$ cat src/rtl/pfd_div_pkg.sv
package pfd_div_pkg;
  typedef enum logic [1:0] {
    PIN_FROM_PORT = 2'd0,
    PIN_FORCED_LO = 2'd1,
    PIN_FROM_WAVE = 2'd2
  } pin_src_e;

  function automatic pin_src_e pick_src(input logic div_en, input logic port_bit);
    if (!div_en)       return PIN_FROM_PORT;
    else if (port_bit) return PIN_FROM_WAVE;
    else               return PIN_FORCED_LO;
  endfunction
endpackage

$ cat src/rtl/pfd_timer_core.sv
module pfd_timer_core #(
  parameter int CNT_W = 8
) (
  input  logic             clk,
  input  logic             rst,
  input  logic             tick,
  input  logic             run,
  input  logic             pre_we,
  input  logic [CNT_W-1:0] pre_data,
  output logic [CNT_W-1:0] cnt,
  output logic             wrap
);
  localparam logic [CNT_W-1:0] CNT_MAX = {CNT_W{1'b1}};

  logic [CNT_W-1:0] start_q;
  logic             adv;

  assign adv  = run && tick;
  assign wrap = adv && (cnt == CNT_MAX);

  always_ff @(posedge clk) begin
    if (rst) begin
      cnt     <= '0;
      start_q <= '0;
    end else begin
      if (pre_we) start_q <= pre_data;
      if (pre_we && !run) begin
        cnt <= pre_data;
      end else if (adv) begin
        if (cnt == CNT_MAX) cnt <= start_q;
        else                cnt <= cnt + 1'b1;
      end
    end
  end

  // wrap reloads the start value held before this edge
  a_r3_reload: assert property (@(posedge clk) disable iff (rst)
    wrap |=> cnt == $past(start_q));
  // normal advance
  a_r2_step: assert property (@(posedge clk) disable iff (rst)
    (adv && cnt != CNT_MAX && !(pre_we && !run)) |=> cnt == $past(cnt) + 1'b1);
  // no tick or stopped, no write -> hold
  a_r5_hold: assert property (@(posedge clk) disable iff (rst)
    (!adv && !pre_we) |=> $stable(cnt));
  // stopped write loads the counter
  a_r7_load: assert property (@(posedge clk) disable iff (rst)
    (pre_we && !run) |=> cnt == $past(pre_data));
endmodule

$ cat src/rtl/pfd_toggle.sv
module pfd_toggle (
  input  logic clk,
  input  logic rst,
  input  logic flip,
  output logic q
);
  always_ff @(posedge clk) begin
    if (rst)       q <= 1'b0;
    else if (flip) q <= ~q;
  end

  // each wrap flips the wave
  a_r4_flip: assert property (@(posedge clk) disable iff (rst)
    flip |=> q != $past(q));
  // no wrap, no change
  a_r5_keep: assert property (@(posedge clk) disable iff (rst)
    !flip |=> $stable(q));
endmodule

$ cat src/rtl/pfd_pin_sel.sv
module pfd_pin_sel
  import pfd_div_pkg::*;
(
  input  logic clk,
  input  logic rst,
  input  logic div_en,
  input  logic port_bit,
  input  logic wave,
  output logic pin
);
  pin_src_e src;
  logic     pin_d;

  always_comb begin
    src = pick_src(div_en, port_bit);
    unique case (src)
      PIN_FROM_PORT: pin_d = port_bit;
      PIN_FROM_WAVE: pin_d = wave;
      PIN_FORCED_LO: pin_d = 1'b0;
      default:       pin_d = 1'b0;
    endcase
  end

  always_ff @(posedge clk) begin
    if (rst) pin <= 1'b0;
    else     pin <= pin_d;
  end

  a_r8_plain: assert property (@(posedge clk) disable iff (rst)
    !div_en |=> pin == $past(port_bit));
  a_r9_wave: assert property (@(posedge clk) disable iff (rst)
    (div_en && port_bit) |=> pin == $past(wave));
  a_r10_gate: assert property (@(posedge clk) disable iff (rst)
    (div_en && !port_bit) |=> !pin);
endmodule

$ cat src/rtl/pfd_divider.sv
module pfd_divider #(
  parameter int CNT_W = 8
) (
  input  logic             clk,
  input  logic             rst,
  input  logic             tick,
  input  logic             run,
  input  logic             div_en,
  input  logic             port_bit,
  input  logic             pre_we,
  input  logic [CNT_W-1:0] pre_data,
  output logic             pin_out,
  output logic [CNT_W-1:0] tmr_count,
  output logic             ovf_pulse
);
  logic wrap;
  logic wave;

  pfd_timer_core #(.CNT_W(CNT_W)) u_core (
    .clk(clk), .rst(rst), .tick(tick), .run(run),
    .pre_we(pre_we), .pre_data(pre_data),
    .cnt(tmr_count), .wrap(wrap)
  );

  pfd_toggle u_tgl (
    .clk(clk), .rst(rst), .flip(wrap), .q(wave)
  );

  pfd_pin_sel u_pin (
    .clk(clk), .rst(rst), .div_en(div_en), .port_bit(port_bit),
    .wave(wave), .pin(pin_out)
  );

  always_ff @(posedge clk) begin
    if (rst) ovf_pulse <= 1'b0;
    else     ovf_pulse <= wrap;
  end

  // pulse only after a wrap edge
  a_r3_pulse: assert property (@(posedge clk) disable iff (rst)
    !wrap |=> !ovf_pulse);
  // reset clears outputs
  a_r1_reset: assert property (@(posedge clk)
    rst |=> (tmr_count == '0 && !pin_out && !ovf_pulse));
endmodule

$ cat config.mk
export PLATFORM = sky130hd
export DESIGN_NAME = pfd_divider
export DESIGN_NICKNAME = d
export VERILOG_FILES = /design/src/rtl/pfd_div_pkg.sv /design/src/rtl/pfd_timer_core.sv /design/src/rtl/pfd_toggle.sv /design/src/rtl/pfd_pin_sel.sv /design/src/rtl/pfd_divider.sv
export SDC_FILE = /design/constraint.sdc
export NUM_CORES = 1
export LEC_CHECK = 0
export ABC_AREA = 1
export BUFFER_PORTS_ARGS = -buffer_cell sky130_fd_sc_hd__buf_4
export CORE_MARGIN = 5
export CORE_UTILIZATION = 55
export CTS_CLUSTER_SIZE = 25
export DETAILED_ROUTE_END_ITERATION = 8
export PLACE_DENSITY = 0.82
export SYNTH_ARGS = -nofsm -noshare
export SYNTH_HDL_FRONTEND = slang
export SYNTH_HIERARCHICAL = 1
export SYNTH_SLANG_ARGS = --single-unit
$ cat constraint.sdc
create_clock -name clk -period 2.19 [get_ports clk]
set_clock_uncertainty 0.05 [all_clocks]
set_input_delay 0.438 -clock clk [delete_from_list [all_inputs] [get_ports clk]]
set_output_delay 0.438 -clock clk [all_outputs]
set_load 0.02 [all_outputs]
After elaboration in Yosys (flattened, before gate mapping)
Cells that the tools add are included.

storage, ports and cells
  bits in registers = 19

cells by class
  add/sub/neg operators = 1
  equal/unequal tests = 2
  mux-type cells = 6
  bitwise gates (word level) = 1
  reductions and logical operators = 6

operators by type and width
  operator               count
  $mux W8                3
  $add A8 B1 Y8 const B  1
  $eq A8 B8 Y1 const B   1
  $mux W2                2
  $logic_and A1 B1 Y1    3
  $eq A2 B2 Y1 const B   1
  $logic_not A2 Y1       1
  $pmux W1 S2            1
  $reduce_bool A2 Y1     1
  $logic_not A1 Y1       1
  $not A1 Y1             1

Depth between registers and ports, before layout
Gate-level depths: netlist of run 1.

  depth after elaboration = 4
  depth in mapped cells = 8

Modules after synthesis
Netlist of run 1, hierarchy kept.

modules (own cells, without submodules)
  module          instances  cells an instance  area each (sq um)  sequential area each (sq um)
  pfd_timer_core  1          126                893.4              320.3
  pfd_pin_sel     1          6                  38.8               20.0
  pfd_toggle      1          6                  38.8               20.0
  pfd_divider     1          3                  30.0               20.0

Worst setup path after synthesis of run 1
Ideal clock, no wire load.

  kind = reg2reg
  from = reg u_core.cnt[1]
  to = reg u_core.cnt[0]
  setup time = 112 ps
  arrival time = 1,358 ps
  required time = 2,028 ps
  slack = 670 ps
  cell stages (with the launch flop) = 9
  path buffers = 0
  period minus slack after synthesis = 1,520 ps
  path through = dfxtp_1 ha_1 nand2_2 nor2_4 nand2_4 o21ai_1 a21oi_1 nor2_1 nor2_1

between the ends
  word-level cells in the longest chain between the ends = 4

ends and longest elaborated chain
  item                    RTL line              text
  start, declared         pfd_timer_core.sv:10  output logic [CNT_W-1:0] cnt,
  start signal, assigned  pfd_timer_core.sv:28  cnt <= pre_data;
  start signal, assigned  pfd_timer_core.sv:30  if (cnt == CNT_MAX) cnt <= start_q;
  start signal, assigned  pfd_timer_core.sv:31  else cnt <= cnt + 1'b1;
  $eq A8 B8 Y1            pfd_timer_core.sv:30
  $mux W8                 pfd_timer_core.sv:30
  $mux W8                 pfd_timer_core.sv:29  end else if (adv) begin
  $mux W8                 pfd_timer_core.sv:27  if (pre_we && !run) begin

No other way between the ends. The select of a mux whose other input is x is not followed.
A chain may end at the register's enable or synchronous reset.

Final worst setup path of run 1
  from = reg u_core.cnt[1]
  to = reg u_core.cnt[4]

between the ends
  word-level cells in the longest chain between the ends = 4

ends and longest elaborated chain
  item                                           RTL line
  $add A8 B1 Y8 or $eq A8 B8 Y1 (tied branches)  pfd_timer_core.sv:31, pfd_timer_core.sv:30
  $mux W8 (*)                                    pfd_timer_core.sv:30
  $mux W8 (*)                                    pfd_timer_core.sv:29
  $mux W8 (*)                                    pfd_timer_core.sv:27

Every way passes the cells marked *; elsewhere a longest branch is shown, timed or not. The select of a mux whose other input is x is not followed.

==> results of run 1 <==
layer usage:
metal / GRT usage (%) / vias to the layer above / share of wire, %
met4: 8.94 / 0 / 1.4
met1: 24.7 / 453 / 45
met5: 0 / - / 0
li1: - / 515 / -
met2: 32.4 / 50 / 46
met3: 6.27 / 4 / 8.4
cell usage after synthesis:
master / n
a21oi_1: 12
a22o_1: 1
a41oi_1: 1
buf_4: 1
clkinv_1: 1
dfxtp_1: 19
ha_1: 1
inv_1: 15
inv_2: 1
inv_4: 1
nand2_1: 21
nand2_2: 1
nand2_4: 2
nand3_1: 10
nand4_1: 1
nor2_1: 23
nor2_2: 2
nor2_4: 5
o211ai_1: 1
o21ai_0: 13
o21ai_1: 3
o21ai_2: 1
o21bai_1: 1
o221ai_1: 1
o22ai_1: 1
or2_2: 1
xor2_1: 1
how the worst max path moves through the flow:
stage / from / endpoint / slack (ns) / cells past startpoint
2_1_floorplan: u_core/cnt[1] / u_core/cnt[0] / 0.67 / 8
3_3_place_gp: u_core/cnt[1] / u_core/cnt[0] / 0.69 / 8
3_5_place_dp: u_core/cnt[1] / u_core/cnt[1] / 0.66 / 8
4_1_cts: u_core/cnt[1] / u_core/cnt[4] / 0.65 / 7
5_1_grt: u_core/cnt[1] / u_core/cnt[0] / 0.50 / 8
6_report: u_core/cnt[1] / u_core/cnt[4] / 0.63 / 7
flip-flops by register name, indices dropped and copies added, names as in the netlist:
name	flops
u_core/start_q	8
ovf_pulse	1
u_tgl/q	1
u_pin/pin	1
u_core/cnt	8
logic make-up after synthesis:
| logic type | synth area share (%) |
|---|---|
| simple gates | 32.5 |
| compound gates | 19.6 |
| buf+inv | 7.75 |
| flops | 38.0 |
| xor+xnor | 0.875 |
| fa+ha+maj | 1.25 |
power groups by stage:
stage / combinational (W) / sequential [W] / clock [W]
final: 0.000135 / 0.000387 / 0.000177
after global routing: 0.000150 / 0.000391 / 0.000201
after CTS: 0.000135 / 0.000387 / 0.000180
after detailed placement: 0.000135 / 0.000395 / 0
after global placement: 0.000133 / 0.000394 / 0
after floorplan: 0.0000670 / 0.000403 / 0
through the flow:
stage          worst slack (ns)  util [%]
2_1_floorplan             0.670         -
3_3_place_gp              0.688      69.8
3_5_place_dp              0.662      69.8
4_1_cts                   0.648      71.3
5_1_grt                   0.498      71.3
6_report                  0.626      71.3
layout make-up:
cell class,instances,area (sq um)
repair buffers,24,180
well taps,25,31.3
multi-input cells,103,543
flip-flops and latches,19,380
clock buffers,4,26.3
inverters,18,70.1
fillers,150,495
cell usage in the layout (no fill, tap or decap), types with 2 or more instances in the layout:
cell type | netlist | final
o21ai_0 | 13 | 13
inv_1 | 15 | 15
buf_4 | 1 | 24
nor2_1 | 23 | 23
nor2_4 | 5 | 5
nor2_2 | 2 | 2
clkbuf_4 | 0 | 3
nand3_1 | 10 | 10
nand2_4 | 2 | 2
o21ai_1 | 3 | 3
nand2_1 | 21 | 21
dfxtp_1 | 19 | 19
a21oi_1 | 12 | 12
worst register-to-register path: cells and delay by family, from the launching register on:
| family | cells | cell delay [ns] |
|---|---|---|
| simple gates | 3 | 0.39 |
| fa+ha+maj | 1 | 0.26 |
| compound gates | 3 | 0.37 |
| flops | 1 | 0.43 |
==> metrics.md, run 1 <==
| Metric | Value |
|---|---|
| Power consumption | `0.000700 W` |
| Yosys warnings | `6` |
| Clock Pin Slew Worst Setup and Hold Paths | `0.11 ns` |
| Worst Path Required | `2.36 ns` |
| Kind of path behind the tightest hold check | `input port to flip-flop` |
| Count of final hold-check violations | `0` |
| Setup crit start kind | `flip-flop` |
| Switching Power | `0.000204 W` |
| Total Wirelength | `2440 um` |
| Hold Crit Endpoint | `u_core/start_q[5]` |
| Signal arrival time at the worst endpoint | `1.74 ns` |
| Full die area | `2770 sq um` |
| Count of hold buffers inserted by post-cts repair | `0` |
| Clk Latency, worst-skew pair | `0.30 ns` |
| Starting utilization of the core area | `58.0%` |
| First-pass detailed-route iteration total | `5` |
| Number of synthesized register bits | `19` |
| Crit-path leading delay family | `flip-flops` |
| Peak Freq | `639 MHz` |
| Largest stage delay, worst path | `0.43 ns` |
| Overall track demand over capacity in global routing | `20.3%` |
| Signed area change from the synthesized netlist to the final layout | `23.0%` |
| CTS H-tree depth | `1` |
| Total count of max-transition violations in the final report | `0` |
| Clock share of power | `25.3%` |
| Share of cells above drive strength 1 | `24.4%` |
| DR WL/cell | `12.6 um` |
| Switching Share | `29.1%` |
| Largest buffer count on any clock path | `2` |
| Critical Path End Type | `flip-flop` |
| Overall overflow remaining after global route | `0` |
| Cell type contributing the most total cell area after synthesis | `dfxtp_1` |
| Number of antenna violations at the first check in global routing | `0` |
| Post-route design area | `1230 sq um` |
| Post-Syn Instances | `141` |
| Final setup violation count | `0` |
| Total clock sinks | `19` |
| Half-perimeter wire length of the detailed placement result | `1890 um` |
| Fraction of synthesized cell area taken by the top area cell type | `38.0%` |
| CP max-delay cell | `dfxtp_1` |
| Source of the worst register-to-register timing path | `u_core/cnt[1]` |
| Max Fanout on Critical Path | `8` |
| # Post-CTS Setup Buffers | `0` |
| Layout net count | `185` |
| Via count of the first global-routing pass | `967` |
| Maximum number of pins on one net before global-route repair | `11` |
| Status | `finished clean` |
| First-iteration detailed-routing DRC count | `45` |
| Worst R2R Setup Slack | `0.63 ns` |
| Via-per-instance ratio | `5.30` |
| RSZ-0062 raised after global routing | `no` |
| Placer's final routability congestion estimate | `0.908` |
| Post-layout minimum cycle time | `1.56 ns` |
| Post-synthesis sequential area ratio | `38.0%` |
| Setup TNS | `0 ns` |
| Number of instances in the placed design | `189` |
| Slew Limit Headroom | `80.9%` |
| DRC violation count after routing | `0` |
| DIE WIDTH | `52.7 um` |
| Ratio of final minimum period to clock period | `71.4%` |
| Clock tree from TritonCTS | `built` |
| Area of the core | `1730 sq um` |
| CTS root buf | `clkbuf_4` |
| Post-DP Area | `1200 sq um` |
| Crit Path Category | `flip-flop to flip-flop` |
| Antenna-violating nets left | `0` |
| Number of maximum-capacitance constraint violations | `0` |
| Average size of a mapped cell | `7.10 sq um` |
| Number of stages on the worst hold path | `3` |
| Final standard cell count with taps included and fillers excluded | `193` |
| Global-route wire length before repair | `4110 um` |
| Peak supply drop | `0.371 mV` |
| Floorplan row count | `15` |
| Cell Area, Synth | `1000 sq um` |
| Actual slew at the worst max-slew pin | `0.286 ns` |
| Sequential cell fraction of total power | `55.4%` |
| Net Count, Synth | `157` |
| Comb power frac | `19.4%` |
| FF-to-FF path depth | `7` |
| Number of gates given a new drive strength after cts | `0` |
| CTS Buf Count | `3` |
| Largest cells by area after synthesis | `dfxtp_1 (38%), nor2_1 (8.6%), nand2_1 (7.9%)` |
| Power density over the cells | `568 nW/um^2` |
| Number of library cell types mapped by synthesis | `27` |
| Worst hold slack across all endpoints | `0.321 ns` |
| Pint | `0.000496 W` |
| Endpoint of the most critical register-to-register path | `u_core/cnt[4]` |
| Hold Startpoint | `pre_data[5]` |
| Number of port buffers | `24` |
| Routed via count | `1022` |
| Die H | `52.7 um` |
| Num ports | `25` |
| Cell-by-cell listing of the critical path | `ha_1 -> nand2_2 -> nor2_4 -> nand2_4 -> o21ai_2 -> o21ai_1 -> a21oi_1` |
| Diodes inserted | `0` |
| CP bufs+invs | `0` |
| Standby leakage power | `0.554 nW` |
Note: power is estimated with default switching activity, not from simulation.
==> inputs of run 2 (changes only) <==
ABC_AREA = 0   (was 1)
CORE_UTILIZATION = 50   (was 55)
PLACE_DENSITY = 0.76   (was 0.82)
clock period = 1.55 ns   (was 2.19 ns; I/O delays follow)
==> metrics.md, run 2 <==
| Metric | Value |
|---|---|
| Cell Area, Synth | `958 sq um` |
| Number of maximum-capacitance constraint violations | `0` |
| Crit Path Category | `flip-flop to flip-flop` |
| Most frequent standard cell in the layout excluding fill and tap cells | `buf_4` |
| Fraction of synthesized cell area taken by the top area cell type | `39.7%` |
| Area of the core | `1780 sq um` |
| Layout net count | `147` |
| Average size of a mapped cell | `9.49 sq um` |
| Starting utilization of the core area | `53.8%` |
| DR WL/cell | `16.0 um` |
| Via-per-instance ratio | `5.87` |
| Clock tree from TritonCTS | `built` |
| Status | `finished clean` |
| Fin worst setup slack | `0.0654 ns` |
| Standby leakage power | `0.490 nW` |
| Total count of max-transition violations in the final report | `0` |
| Full die area | `2890 sq um` |
| Antenna-violating nets left | `0` |
| Cell with the most instances after synthesis | `dfxtp_1` |
| Maximum number of pins on one net before global-route repair | `19` |
| DRC violation count after routing | `0` |
| Number of synthesized register bits | `19` |
| Slew Limit Headroom | `79.9%` |
| Num ports | `25` |
| Ratio of final minimum period to clock period | `95.8%` |
| Via count of the first global-routing pass | `920` |
| Floorplan row count | `15` |
| Overall track demand over capacity in global routing | `19.7%` |
| Post-layout minimum cycle time | `1.48 ns` |
| First-pass detailed-route iteration total | `4` |
| Power density over the cells | `803 nW/um^2` |
| Clk Latency, worst-skew pair | `0.30 ns` |
| Kind of path behind the tightest hold check | `input port to flip-flop` |
| Overall overflow remaining after global route | `0` |
| Signed area change from the synthesized netlist to the final layout | `28.2%` |
| Yosys warnings | `6` |
| RSZ-0062 raised after global routing | `no` |
| Peak supply drop | `0.522 mV` |
| Largest cells by area after synthesis | `dfxtp_1 (40%), mux2i_1 (10%), nand2_1 (4.7%)` |
| Worst Path Required | `1.68 ns` |
| Routed via count | `910` |
| Global-route wire length before repair | `4130 um` |
| Largest registers in the final layout | `u_core/cnt: 8 flops, u_core/start_q: 8 flops` |
| Final setup violation count | `0` |
| Die H | `53.8 um` |
| Critical Path End Type | `flip-flop` |
| Clock Pin Slew Worst Setup and Hold Paths | `0.10 ns` |
| Number of antenna violations at the first check in global routing | `0` |
| Total clock sinks | `19` |
| Count of final hold-check violations | `0` |
| Diodes inserted | `0` |
| Number of enable-type register cells in the synthesized netlist | `0` |
| Cell type contributing the most total cell area after synthesis | `dfxtp_1` |
| CTS Buf Count | `3` |
| Peak Freq | `674 MHz` |
| Post-Syn Instances | `101` |
| Largest buffer count on any clock path | `2` |
| Total Wirelength | `2480 um` |
| Number of library cell types mapped by synthesis | `36` |
| Setup TNS | `0 ns` |
| Share of flip-flops with an asynchronous set or reset | `0%` |
| Max Fanout on Critical Path | `7` |
| Signal arrival time at the worst endpoint | `1.61 ns` |
| CTS root buf | `clkbuf_4` |
| Actual slew at the worst max-slew pin | `0.300 ns` |
| Number of port buffers | `24` |
| Number of instances in the placed design | `150` |
| Highest-count cells in the layout ignoring fill and taps | `buf_4 (28), dfxtp_1 (16), nand2_1 (12)` |
| Half-perimeter wire length of the detailed placement result | `1770 um` |
| Share of cells above drive strength 1 | `35.4%` |
| CTS H-tree depth | `1` |
| Setup crit start kind | `flip-flop` |
| Most frequent cells after synthesis | `dfxtp_1 (19), nand2_1 (12), mux2i_1 (10), nor2_1 (10)` |
| DIE WIDTH | `53.8 um` |
| First-iteration detailed-routing DRC count | `35` |
| DP Worst Slack | `0.0488 ns` |
| Final standard cell count with taps included and fillers excluded | `155` |
| Placer's final routability congestion estimate | `0.800` |
| Post-route core utilization | `68.9%` |
| Power consumption | `0.000987 W` |
| Primary flip-flop cell chosen by synthesis mapping | `dfxtp_1` |
| # fillers | `150` |
| Net Count, Synth | `117` |
| Post-synthesis sequential area ratio | `39.7%` |
-- run 2: cell types whose count changed after synthesis, moves of 4 or more --
cell     before  now
a21oi_1      12    3
inv_1        15    1
mux2i_1       0   10
nand2_1      21   12
nand3_1      10    4
nor2_1       23   10
nor2_4        5    1
o21ai_0      13    2
-- run 2: what timing repair did --
action | 4_1_cts | 5_1_grt
hold buffers | 0 | 0
resized for setup | 0 | 3
setup endpoints to repair | 0 | 6
endpoints found under the hold margin | 0 | 0
buffers inserted | 0 | 1
-- run 2: report_power, final --
group	internal, W	switching [W]	total, W
registers	0.000516	0.0000321	0.000548
logic	0.0000940	0.0000964	0.000190
clock network	0.000100	0.000148	0.000248
total	0.000710	0.000277	0.000987
-- run 2: cells by family (layout without fill, tap and decap cells) --
group	count (synthesis)	in the layout	share of synthesized area [%]
buffers and inverters	4	33	2.09
muxes	12	12	12.8
adders and majority gates	1	1	1.31
xor gates and xnor gates	2	2	1.83
and+or+nand+nor	42	42	25.9
AOI/OAI and AO/OA	21	21	16.4
DFF	19	19	39.7
-- run 2: final timing paths --
kind	start	to	slack (ns)	depth (start not counted)
max	u_core/cnt[5]	u_core/cnt[3]	0.07	4
max reg2reg	u_core/cnt[5]	u_core/cnt[3]	0.07	4
min reg2reg	u_core/start_q[4]	u_core/cnt[4]	0.41	2
min	port_bit	u_pin/pin	0.20	2
-- run 2: critical path, stage by stage, from the launching register on --
cell,delay [ns]
dfxtp_1,0.49
nand4_2,0.24
nor2_4,0.22
mux2i_1,0.25
a211oi_2,0.11
-- run 2: final cells by class --
type	instances	area, sq um	share of cell area, %
well taps	25	31.3	2.55
flip-flops and latches	19	387	31.5
multi-input cells	78	571	46.4
clock buffers	4	26.3	2.14
repair buffers	28	210	17.1
inverters	1	3.75	0.305
-- run 2: per-stage QoR --
step / area [sq um] / hold slack (ns)
final: 1230 / 0.201
after floorplan: 963 / 0.324
after detailed placement: 1180 / 0.409
after CTS: 1210 / 0.195
after global routing: 1230 / 0.198
after global placement: 1180 / 0.406
-- run 2: layer usage --
layer,vias up,share of wire (%),GRT usage [%]
li1,429,-,-
met1,421,40,25.0
met2,45,48,31.9
met3,15,7.9,3.88
met4,0,3.6,8.94
met5,-,0,0
==> inputs of run 3 (changes only) <==
CELL_PAD_IN_SITES_DETAIL_PLACEMENT = 0   (was not set)
CELL_PAD_IN_SITES_GLOBAL_PLACEMENT = 1   (was not set)
CORE_ASPECT_RATIO = 0.6   (was not set)
CORE_UTILIZATION = 38   (was 50)
PLACE_DENSITY = not set   (was 0.76)
PLACE_DENSITY_LB_ADDON = 0.1   (was not set)
TNS_END_PERCENT = 10   (was not set)
==> metrics.md, run 3 (same netlist as run 2, synthesis figures left out) <==
| Metric | Value |
|---|---|
| Status | `finished clean` |
| Number of port buffers | `24` |
| Met2 demand-to-capacity share in global routing | `18.5%` |
| Pint | `0.000796 W` |
| Global-route wire length before repair | `3830 um` |
| Count of final hold-check violations | `0` |
| Layout net count | `148` |
| Actual slew at the worst max-slew pin | `0.311 ns` |
| Clk Latency, worst-skew pair | `0.25 ns` |
| Via-per-instance ratio | `5.16` |
| CTS Buf Count | `3` |
| Routing usage on met3 | `4.32%` |
| DIE WIDTH | `74.8 um` |
| Post-DP Area | `1200 sq um` |
| Starting utilization of the core area | `39.1%` |
| Total Wirelength | `2410 um` |
| Placer's final routability congestion estimate | `0.802` |
| DRC violation count after routing | `0` |
| Number of maximum-capacitance constraint violations | `0` |
| Routed via count | `841` |
| GRT busiest layer | `met1` |
| Post-layout minimum cycle time | `1.43 ns` |
| Overall overflow remaining after global route | `0` |
| Switching Power | `0.000283 W` |
| Standby leakage power | `0.516 nW` |
| Total count of max-transition violations in the final report | `0` |
| Peak supply drop | `0.368 mV` |
| Number of gates given a new drive strength after cts | `0` |
| Critical Path End Type | `flip-flop` |
| Comb power frac | `17.9%` |
| Worst Path Required | `1.64 ns` |
| Max Fanout on Critical Path | `9` |
| RSZ-0062 raised after global routing | `no` |
| Clock tree from TritonCTS | `built` |
| Ratio of final minimum period to clock period | `92.5%` |
| Half-perimeter wire length of the detailed placement result | `1830 um` |
| Worst hold slack across all endpoints | `0.245 ns` |
| Floorplan row count | `14` |
| Post-route design area | `1270 sq um` |
| CTS root buf | `clkbuf_8` |
| Signal arrival time at the worst endpoint | `1.52 ns` |
| Share of cells above drive strength 1 | `35.9%` |
| Power consumption | `0.00108 W` |
| Slew Limit Headroom | `79.3%` |
| Largest buffer count on any clock path | `2` |
| Via count of the first global-routing pass | `761` |
| Total clock sinks | `19` |
| # fillers | `251` |
| Num ports | `25` |
| Die H | `48.9 um` |
| Signed area change from the synthesized netlist to the final layout | `32.2%` |
| First-pass detailed-route iteration total | `4` |
| Highest-count cells in the layout ignoring fill and taps | `buf_4 (29), dfxtp_1 (16), nand2_1 (12)` |
| Overall track demand over capacity in global routing | `13.7%` |
| Full die area | `3660 sq um` |
| Fraction of met1 tracks used by global routing | `20.8%` |
| Maximum number of pins on one net before global-route repair | `19` |
| Power density over the cells | `851 nW/um^2` |
| Diodes inserted | `0` |
| Largest registers in the final layout | `u_core/cnt: 8 flops, u_core/start_q: 8 flops` |
| Switching Share | `26.3%` |
| Setup TNS | `0 ns` |
| Peak Freq | `697 MHz` |
| Most frequent standard cell in the layout excluding fill and tap cells | `buf_4` |
| # Post-CTS Setup Buffers | `0` |
| Antenna-violating nets left | `0` |
| Area of the core | `2450 sq um` |
| Count of hold buffers inserted by post-cts repair | `0` |
| Number of antenna violations at the first check in global routing | `0` |
| DR WL/cell | `14.8 um` |
| Sequential cell fraction of total power | `50.6%` |
| CTS H-tree depth | `1` |
| Clock Pin Slew Worst Setup and Hold Paths | `0.07 ns` |
| Setup crit start kind | `flip-flop` |
| First-iteration detailed-routing DRC count | `51` |
| Crit Path Category | `flip-flop to flip-flop` |
| Kind of path behind the tightest hold check | `input port to flip-flop` |
| Final setup violation count | `0` |
| Clock share of power | `31.5%` |
[run 3: cell types whose count changed in the layout (fill, tap and decap cells not counted), sizes merged]
cell / delta
buf: +1
[run 3: worst paths after layout]
| kind | startpoint | end | slack [ns] | cells after the start |
|---|---|---|---|---|
| setup reg to reg | u_core/cnt[0] | u_core/cnt[6] | 0.12 | 5 |
| setup / recovery | u_core/cnt[0] | u_core/cnt[6] | 0.12 | 5 |
| hold reg to reg | u_core/start_q[4] | u_core/cnt[4] | 0.41 | 2 |
| hold / removal | port_bit | u_pin/pin | 0.24 | 2 |
[run 3: per-layer routing]
metal | share of wire, % | wire [um]
met1 | 52 | 1250
met3 | 5.6 | 134
met2 | 42 | 1010
met5 | 0 | 0
met4 | 0.50 | 12
[run 3: area by class of cell]
type / instances / area (sq um) / area share, %
Multi-Input combinational cell: 78 / 577 / 45.5
Tap cell: 32 / 40.0 / 3.16
Inverter: 1 / 3.75 / 0.296
Clock buffer: 4 / 45.0 / 3.55
Timing Repair Buffer: 29 / 218 / 17.2
Sequential cell: 19 / 384 / 30.3
[run 3: power groups by stage]
stage / Clock [W] / Sequential, W / Combinational (W)
CTS: 0.000353 / 0.000544 / 0.000192
detailed placement: 0 / 0.000555 / 0.000191
global placement: 0 / 0.000554 / 0.000190
finish: 0.000340 / 0.000546 / 0.000194
floorplan: 0 / 0.000570 / 0.0000848
global route: 0.000375 / 0.000550 / 0.000210
[run 3: through the flow]
step,utilization (%),std cells,setup WS [ns]
after floorplan,-,101,0.102
after global placement,49.1,159,0.0910
after detailed placement,49.1,159,0.0628
after CTS,51.0,163,0.0433
after global routing,51.7,163,0.0245
final,51.7,163,0.116
[run 3: worst max-delay path: stages (launching register included)]
cell and delay (ns):
dfxtp_2 0.40, ha_4 0.18, nand3_4 0.15, a2111o_1 0.38
nand3_1 0.08, a21oi_1 0.07
